--- src/rtl/seg_addr_pkg.sv ---
package seg_addr_pkg;

    localparam int SEG_W   = 16;
    localparam int OFS_W   = 16;
    localparam int SHIFT_W = 4;
    localparam int PA_W    = SEG_W + SHIFT_W;
    localparam int NUM_SEG = 4;
    localparam int SEL_W   = $clog2(NUM_SEG);

    typedef enum logic [SEL_W-1:0] {
        SEG_CODE  = 2'd0,
        SEG_DATA  = 2'd1,
        SEG_STACK = 2'd2,
        SEG_EXTRA = 2'd3
    } seg_id_e;

    typedef enum logic [1:0] {
        KIND_IPTR  = 2'd0,
        KIND_INDEX = 2'd1,
        KIND_SPTR  = 2'd2,
        KIND_EXTRA = 2'd3
    } ofs_kind_e;

    typedef struct packed {
        logic             vld;
        ofs_kind_e        kind;
        logic             ovr_en;
        seg_id_e          ovr_seg;
        logic [OFS_W-1:0] offset;
    } addr_req_t;

    typedef struct packed {
        logic            vld;
        logic [PA_W-1:0] addr;
    } addr_rsp_t;

    // Default pairing of an offset kind with a segment.
    function automatic seg_id_e kind_to_seg(ofs_kind_e k);
        case (k)
            KIND_IPTR:  return SEG_CODE;
            KIND_INDEX: return SEG_DATA;
            KIND_SPTR:  return SEG_STACK;
            default:    return SEG_EXTRA;
        endcase
    endfunction

    // Base shifted by one hex digit plus zero-extended offset; carry out dropped.
    function automatic logic [PA_W-1:0] form_addr(logic [SEG_W-1:0] base,
                                                  logic [OFS_W-1:0] ofs);
        logic [PA_W-1:0] shifted;
        logic [PA_W-1:0] ext;
        shifted = {base, {SHIFT_W{1'b0}}};
        ext     = PA_W'(ofs);
        return shifted + ext;
    endfunction

endpackage

--- src/rtl/seg_bank.sv ---
module seg_bank
    import seg_addr_pkg::*;
(
    input  logic                          clk,
    input  logic                          rst,
    input  logic                          wr_en,
    input  seg_id_e                       wr_sel,
    input  logic [SEG_W-1:0]              wr_data,
    input  seg_id_e                       rd_sel,
    output logic [SEG_W-1:0]              rd_base
);

    logic [NUM_SEG-1:0][SEG_W-1:0] bases;

    for (genvar g = 0; g < NUM_SEG; g++) begin : g_seg
        always_ff @(posedge clk) begin
            if (rst) begin
                bases[g] <= '0;
            end else if (wr_en && (wr_sel == seg_id_e'(g))) begin
                bases[g] <= wr_data;
            end
        end
    end

    // Read sees the value before any same-cycle write.
    assign rd_base = bases[rd_sel];

endmodule

--- src/rtl/seg_pick.sv ---
module seg_pick
    import seg_addr_pkg::*;
(
    input  ofs_kind_e kind,
    input  logic      ovr_en,
    input  seg_id_e   ovr_seg,
    output seg_id_e   eff_seg
);

    always_comb begin
        if (ovr_en) begin
            eff_seg = ovr_seg;
        end else begin
            eff_seg = kind_to_seg(kind);
        end
    end

endmodule

--- src/rtl/pa_stage.sv ---
module pa_stage
    import seg_addr_pkg::*;
(
    input  logic             clk,
    input  logic             rst,
    input  logic             in_vld,
    input  logic [SEG_W-1:0] base,
    input  logic [OFS_W-1:0] offset,
    output addr_rsp_t        rsp
);

    always_ff @(posedge clk) begin
        if (rst) begin
            rsp <= '0;
        end else begin
            rsp.vld <= in_vld;
            if (in_vld) begin
                rsp.addr <= form_addr(base, offset);
            end
        end
    end

endmodule

--- src/rtl/seg_addr_gen.sv ---
module seg_addr_gen
    import seg_addr_pkg::*;
(
    input  logic                clk,
    input  logic                rst,
    input  logic                seg_wr_en,
    input  logic [1:0]          seg_wr_sel,
    input  logic [SEG_W-1:0]    seg_wr_data,
    input  logic                req_vld,
    input  logic [1:0]          req_kind,
    input  logic                req_ovr_en,
    input  logic [1:0]          req_ovr_seg,
    input  logic [OFS_W-1:0]    req_offset,
    output logic                addr_vld,
    output logic [PA_W-1:0]     phys_addr
);

    addr_req_t        req;
    seg_id_e          eff_seg;
    logic [SEG_W-1:0] sel_base;
    addr_rsp_t        rsp;

    assign req.vld     = req_vld;
    assign req.kind    = ofs_kind_e'(req_kind);
    assign req.ovr_en  = req_ovr_en;
    assign req.ovr_seg = seg_id_e'(req_ovr_seg);
    assign req.offset  = req_offset;

    seg_pick u_pick (
        .kind    (req.kind),
        .ovr_en  (req.ovr_en),
        .ovr_seg (req.ovr_seg),
        .eff_seg (eff_seg)
    );

    seg_bank u_bank (
        .clk     (clk),
        .rst     (rst),
        .wr_en   (seg_wr_en),
        .wr_sel  (seg_id_e'(seg_wr_sel)),
        .wr_data (seg_wr_data),
        .rd_sel  (eff_seg),
        .rd_base (sel_base)
    );

    pa_stage u_stage (
        .clk    (clk),
        .rst    (rst),
        .in_vld (req.vld),
        .base   (sel_base),
        .offset (req.offset),
        .rsp    (rsp)
    );

    assign addr_vld  = rsp.vld;
    assign phys_addr = rsp.addr;

endmodule

--- config.mk ---
export PLATFORM = sky130hd
export DESIGN_NAME = seg_addr_gen
export DESIGN_NICKNAME = d
export VERILOG_FILES = /design/src/rtl/seg_addr_pkg.sv /design/src/rtl/seg_bank.sv /design/src/rtl/seg_pick.sv /design/src/rtl/pa_stage.sv /design/src/rtl/seg_addr_gen.sv
export SDC_FILE = /design/constraint.sdc
export NUM_CORES = 1
export LEC_CHECK = 0
export CAP_MARGIN = 0
export CELL_PAD_IN_SITES_DETAIL_PLACEMENT = 1
export CELL_PAD_IN_SITES_GLOBAL_PLACEMENT = 1
export CORE_MARGIN = 3
export CORE_UTILIZATION = 45
export DETAILED_ROUTE_END_ITERATION = 6
export DONT_BUFFER_PORTS = 1
export PLACE_DENSITY_LB_ADDON = 0.1
export SLEW_MARGIN = 10
export SYNTH_ARGS = -nofsm -noshare
export SYNTH_HDL_FRONTEND = slang
export SYNTH_SLANG_ARGS = --single-unit
--- constraint.sdc ---
create_clock -name clk -period 7.1 [get_ports clk]
set_input_delay 0.71 -clock clk [delete_from_list [all_inputs] [get_ports clk]]
set_output_delay 0.71 -clock clk [all_outputs]
set_load 0.01 [all_outputs]
==> reports/metrics.csv, run 1 <==
stage;metric;value;unit
cts;clock slew at reported path FFs;0.09;ns
cts;Hold-fix buffers, CTS;0;
final_layout;Fillers;1005;
route;vias per cell;5.69;
critical_path;CP max FO;16;
global_route;Global Route Usage Sum;21.9;%
route;WL final;10200;um
final_layout;Final Non-Filler Cells;551;
synthesis;simple-gate portion of the synthesized area;19.1;%
cts;Clock Sink Count;85;
cts;CTS root buf;clkbuf_8;
cts;clk buf depth;2;
critical_path;startpoint types;input pin;
run_status;outcome;complete, no violations;
sta;endpoints failing hold;0;
sta;RSZ-0062 raised after global routing;no;
final_layout;# diodes;0;
synthesis;main combinational cell family by area after synthesis;simple AND/OR/NAND/NOR gates;
critical_path;Critical Path RT;7.37;ns
global_route;grt ovf;0;
synthesis;synthesized area per cell;8.66;sq um
cts;number of CTS-inserted buffers;9;
sta;worst clock skew;0.00940;ns
cts;clk_lat worst skew;0.36;ns
sta;Rel. slew slack;38.4;%
global_route;largest net degree at the start of global routing;86;
critical_path;kind of critical path;input pin to register;
final_layout;commonest non-fill, non-tap cells in the layout;nand2_1, dfxtp_1, a21oi_1, nor2_1, mux4_2;
sta;worst slew pin tran;0.905;ns
hold_path;Min-Delay Path Class;input pin to register;
final_layout;share of cells above drive strength 1;9.87;%
power_and_ir_drop;VDD IR max;0.102;mV
synthesis;Seq/Total Area, Yosys;43.4;%
cts;CTS tree;built;
power_and_ir_drop;Total Power;0.00106;W
sta;fmax;281;MHz
job;maxcap violations;0;
place;dpl cell area;3990;sq um
synthesis;synthesized flop and latch total;85;
final_layout;commonest non-fill, non-tap cell in the layout;nand2_1;
floorplan;Starting Density;47.0;%
floorplan;DIE HEIGHT;99.4;um
synthesis;Synth Cell Area;3920;sq um
route;Vias;3133;
floorplan;die area;9880;sq um
synthesis;Adder-Cell Fraction of Synth Area;4.66;%
place;Detailed Place HPWL;6880;um
sta;Period minus WS final;3.55;ns
final_layout;Area Overhead vs Synth;8.35;%
power_and_ir_drop;leak pwr;1.58;nW
critical_path;Crit path arrival time;3.82;ns
floorplan;overall die width;99.4;um
route;WL/cell;18.6;um
sta;Slew Limit Fails;0;
synthesis;Syn. warnings;0;
final_layout;Post-Layout Inst Area;4250;sq um
global_route;vias in the first global route;3378;
global_route;initial antenna violation count;0;
final_layout;post-route core utilization;51.0;%
sta;setup TNS;0;ns
synthesis;Synth Area in XOR/XNOR;2.01;%
synthesis;syn nets;510;
power_and_ir_drop;PwrDens;249;nW/um^2
place;Inst Count DP;536;
synthesis;Mapped Cells;453;
sta;final worst path period share;50.1;%
floorplan;# IOs;64;
route;Pre-antenna DRT Iters;4;
place;IO buf count;0;
cts;postcts setup bufs;0;
floorplan;core box area;8340;sq um
route;Final ANT Viol Nets;0;
sta;Final setup viols;0;
synthesis;Netlist cell types;42;
cts;CTS resizes;0;
cts;level count of the clock H-tree;3;
route;DR iter-0 viols;158;
global_route;first-pass GRT wire length;17200;um
synthesis;post-synthesis mux area share;13.0;%
final_layout;nets;499;
critical_path;Critical Path Sink Type;register;
place;GPL Wtd Cong;0.811;
synthesis;Compound-Gate Fraction of Synth Area;14.8;%
floorplan;Cell Rows;33;
route;# DRC;0;
-- final timing paths --
path,from,endpoint,slack (ns),cells after the start
max,req_ovr_en,u_stage.rsp[17],3.55,9
min,rst,u_stage.rsp[18],0.41,1
max reg2reg,u_bank.bases[0],u_stage.rsp[18],4.45,9
min reg2reg,u_bank.bases[62],u_bank.bases[62],0.46,2
-- power breakdown --
| part | leakage (nW) | internal, W | switching (W) |
|---|---|---|---|
| Combinational | 0.758 | 0.0000446 | 0.0000543 |
| Sequential | 0.693 | 0.000497 | 0.0000155 |
| Clock | 0.126 | 0.000268 | 0.000179 |
-- Yosys cell counts (all sizes together) --
master	number	area share, %
fa	1	0.51
or3b	2	0.45
nor3	1	0.13
and3	4	0.64
ha	13	4.1
nand4	1	0.16
a21oi	77	9.8
nand2	137	13
or2	2	0.32
o311ai	1	0.22
dfxtp	85	43
o211ai	2	0.38
o21ai	5	0.64
a21o	5	0.96
buf	4	0.41
a221o	1	0.26
or3	2	0.32
a211oi	2	0.38
a31oi	3	0.64
clkbuf	22	2.1
nor3b	1	0.19
o32ai	1	0.22
nand3b	1	0.19
mux2	1	0.29
inv	5	0.48
a31o	2	0.45
a311oi	1	0.38
nor2	17	1.6
mux2i	12	3.5
mux4	16	9.3
xor2	3	0.67
nand3	8	1.0
o22ai	3	0.48
nand2b	6	0.96
xnor2	6	1.3
-- cell families (layout without fill, tap and decap cells) --
group                    count (synthesis)  in the layout
AND/OR/NAND/NOR                        182            182
AO/OA/AOI/OAI                          103            103
flip-flops                              85             85
buffers and inverters                   31             24
multiplexers                            29             29
adder cells (fa/ha/maj)                 14             14
XOR/XNOR                                 9              9
-- flip-flops by register name (all words and copies together) (netlist names) --
register	count
u_bank.bases	64
u_stage.rsp	21
-- final cells by class --
cell class | count | area [sq um] | area share (%)
inverters | 5 | 18.8 | 0.441
repair buffers | 4 | 30.0 | 0.706
clock buffers | 9 | 124 | 2.91
clock inverters | 6 | 136 | 3.21
multi-input cells | 337 | 2110 | 49.6
flip-flops and latches | 85 | 1700 | 40.0
well taps | 105 | 131 | 3.09
-- worst max-delay path: stages --
cell and delay, ns:
mux2i_4 0.73, mux4_2 0.60, ha_1 0.36, a21o_1 0.20
a31o_2 0.24, or3b_1 0.39, o21ai_1 0.21, o21ai_0 0.12
a311oi_2 0.25
-- routing by layer --
layer	vias to the layer above	GRT usage [%]	part of all wire, %
met2	56	37.9	50
li1	1538	-	-
met5	-	0	0
met1	1525	27.9	45
met4	0	6.62	1.4
met3	14	4.07	4.1
-- through the flow --
stage / hold WS [ns] / setup slack, ns
finish: 0.414 / 3.55
CTS: 0.405 / 3.49
global route: 0.392 / 3.23
detailed placement: 0.442 / 3.12
global placement: 0.432 / 3.15
floorplan: 0.432 / 3.45
No activity file was read; power rests on OpenSTA's default activity.
==> run 2, diff against run 1 <==
--- a/config.mk
+++ b/config.mk
@@ -5,11 +5,12 @@
 export SDC_FILE = /design/constraint.sdc
 export NUM_CORES = 1
 export LEC_CHECK = 0
+export ABC_AREA = 1
 export CAP_MARGIN = 0
 export CELL_PAD_IN_SITES_DETAIL_PLACEMENT = 1
 export CELL_PAD_IN_SITES_GLOBAL_PLACEMENT = 1
 export CORE_MARGIN = 3
-export CORE_UTILIZATION = 45
+export CORE_UTILIZATION = 41
 export DETAILED_ROUTE_END_ITERATION = 6
 export DONT_BUFFER_PORTS = 1
 export PLACE_DENSITY_LB_ADDON = 0.1
==> constraint.sdc (replaced) <==
create_clock -name clk -period 3 [get_ports clk]
set_input_delay 0.3 -clock clk [delete_from_list [all_inputs] [get_ports clk]]
set_output_delay 0.3 -clock clk [all_outputs]
set_load 0.01 [all_outputs]
==> run 2 against run 1 <==
  * Register-to-register slack got worse by 3.8 ns
  * Clock skew decreased by 0.00083 ns
  * Clock power increased by 85%
  * Largest cell class unchanged
==> reports/metrics.csv, run 2 <==
stage;metric;value;unit
run_status;outcome;complete, no violations;
final_layout;Area Overhead vs Synth;7.57;%
critical_path;CP max FO;25;
critical_path;startpoint types;input pin;
sta;Rel. slew slack;46.8;%
synthesis;cell with the most instances after synthesis;nor2_1;
floorplan;core box area;9820;sq um
global_route;largest net degree at the start of global routing;34;
floorplan;Cell Rows;36;
cts;number of CTS-inserted buffers;9;
synthesis;synthesized area per cell;7.00;sq um
sta;endpoints failing hold;0;
global_route;grt ovf;0;
critical_path;max incr delay on CP;0.34;ns
synthesis;Mapped Cells;592;
floorplan;Starting Density;42.2;%
synthesis;Post-synth EDFFs;0;
sta;RSZ-0062 raised after global routing;no;
critical_path;CP Buf/Inv Count;3;
route;Routed met3 length;523;um
power_and_ir_drop;PwrDens;570;nW/um^2
route;Final ANT Viol Nets;0;
global_route;vias in the first global route;3999;
global_route;first-pass GRT wire length;20700;um
critical_path;Critical Path Sink Type;register;
cts;CTS root buf;clkbuf_8;
critical_path;kind of critical path;input pin to register;
hold_path;Min-Delay Path Class;input pin to register;
synthesis;synthesized flop and latch total;85;
sta;hold slack;0.0117;ns
floorplan;die area;11400;sq um
route;# DRC;0;
final_layout;# diodes;0;
cts;postcts setup bufs;0;
cts;clk buf depth;2;
synthesis;Seq/Total Area, Yosys;41.0;%
power_and_ir_drop;Total Power;0.00254;W
synthesis;Synth Cell Area;4150;sq um
critical_path;slowest stage cell, crit path;ha_1;
critical_path;crit-path cells;inv_2, nand2_4, nand2_4, buf_4, o21ai_0, o22ai_1, ha_1, nand3_1, nand2_1, a21boi_0, o21ai_0, xor2_1, o21ai_0, inv_1;
critical_path;Crit path arrival time;2.64;ns
power_and_ir_drop;leak pwr;1.93;nW
place;dpl cell area;4260;sq um
synthesis;Synth area leader;dfxtp_1;
synthesis;Syn. warnings;0;
cts;CTS tree;built;
power_and_ir_drop;VDD IR max;0.260;mV
place;Detailed Place HPWL;8920;um
route;WL final;12800;um
route;WL/cell;17.7;um
floorplan;DIE HEIGHT;107;um
synthesis;Area contributors post-synth;dfxtp_1, nor2_1, o21ai_0;
final_layout;max reg flops;64;
route;Pre-antenna DRT Iters;4;
sta;setup TNS;0;ns
synthesis;Netlist cell types;33;
critical_path;Critical Path RT;3.26;ns
route;DR iter-0 viols;179;
sta;Slew Limit Fails;0;
cts;Clock Sink Count;85;
route;top layer in use;met4;
place;GPL Wtd Cong;0.887;
critical_path;critical path's top delay family;compound AO/OA/AOI/OAI gates;
floorplan;# IOs;64;
global_route;Global Route Usage Sum;23.2;%
route;met2 wire length;6180;um
final_layout;commonest non-fill, non-tap cell in the layout;nor2_1;
sta;worst slew pin tran;0.796;ns
synthesis;asr flop ratio synth;0;%
final_layout;Post-Layout Inst Area;4460;sq um
synthesis;synth cell count leaders;nor2_1, o21ai_0, dfxtp_1, nand2_1, nand3_1;
final_layout;share of cells above drive strength 1;6.79;%
global_route;initial antenna violation count;0;
final_layout;biggest regs;u_bank.bases: 64 flops, u_stage.rsp: 21 flops;
final_layout;commonest non-fill, non-tap cells in the layout;nor2_1, o21ai_0, dfxtp_1, nand2_1, nand3_1;
synthesis;Synth top area share;41.0;%
cts;clk_lat worst skew;0.36;ns
final_layout;nets;641;
critical_path;crit-path most repeated cell;o21ai_0;
sta;fmax;421;MHz
floorplan;overall die width;107;um
route;routed length on met1;5940;um
cts;level count of the clock H-tree;3;
cts;clock slew at reported path FFs;0.09;ns
route;Vias;3896;
sta;final worst path period share;79.2;%
sta;worst clock skew;0.00857;ns
route;vias per cell;5.40;
synthesis;syn nets;649;
place;IO buf count;0;
sta;Final setup viols;0;
job;maxcap violations;0;
sta;Period minus WS final;2.38;ns
final_layout;Top reg by flops;u_bank.bases;
synthesis;ys flop type;dfxtp_1;
[run 2: cell type report]
| type | count | area [sq um] |
|---|---|---|
| fill | 1319 | 5360 |
| sequential | 85 | 1700 |
| inverter | 36 | 138 |
| multi-input combinational | 442 | 2180 |
| tap | 133 | 166 |
| clock buffer | 12 | 145 |
| clock inverter | 4 | 47.5 |
| timing repair buffer | 10 | 77.6 |
[run 2: cells by family (layout without fill, tap and decap cells)]
logic type	count (synthesis)	count (layout)	synth area share, %
compound gates	144	144	18.3
xor+xnor	10	10	2.11
fa+ha+maj	14	14	4.41
buf+inv	65	62	6.28
flops	85	85	41.0
simple gates	274	274	27.8
[run 2: metrics by stage]
step,utilization (%),worst slack (ns),instances
2_1_floorplan,-,0.414,592
5_1_grt,45.4,0.351,722
4_1_cts,45.4,0.614,722
3_3_place_gp,43.4,0.340,705
3_5_place_dp,43.4,0.239,705
6_report,45.4,0.624,722
[run 2: repair_timing]
item / 4_1_cts / 5_1_grt
hold buffers: 1 / 0
gates resized for setup: 0 / 0
hold endpoints to repair: 15 / 0
[run 2: final timing paths]
check | start | endpoint | slack, ns | cells after the start
hold / removal | rst | u_stage.rsp[20] | 0.01 | 1
setup reg to reg | u_bank.bases[32] | u_stage.rsp[14] | 0.62 | 11
setup / recovery | req_ovr_en | u_stage.rsp[14] | 0.62 | 14
hold reg to reg | u_bank.bases[62] | u_bank.bases[62] | 0.47 | 2
[run 2: per-layer routing]
| metal | up-vias | track usage, % |
|---|---|---|
| met3 | 12 | 3.22 |
| li1 | 1934 | - |
| met4 | 0 | 6.30 |
| met1 | 1876 | 29.8 |
| met5 | - | 0 |
| met2 | 74 | 40.5 |
[run 2: report_power, final]
| group | total [W] | switching (W) | internal [W] |
|---|---|---|---|
| Clock | 0.000828 | 0.000422 | 0.000406 |
| Combinational | 0.000461 | 0.000300 | 0.000161 |
| Sequential | 0.00125 | 0.0000541 | 0.00120 |
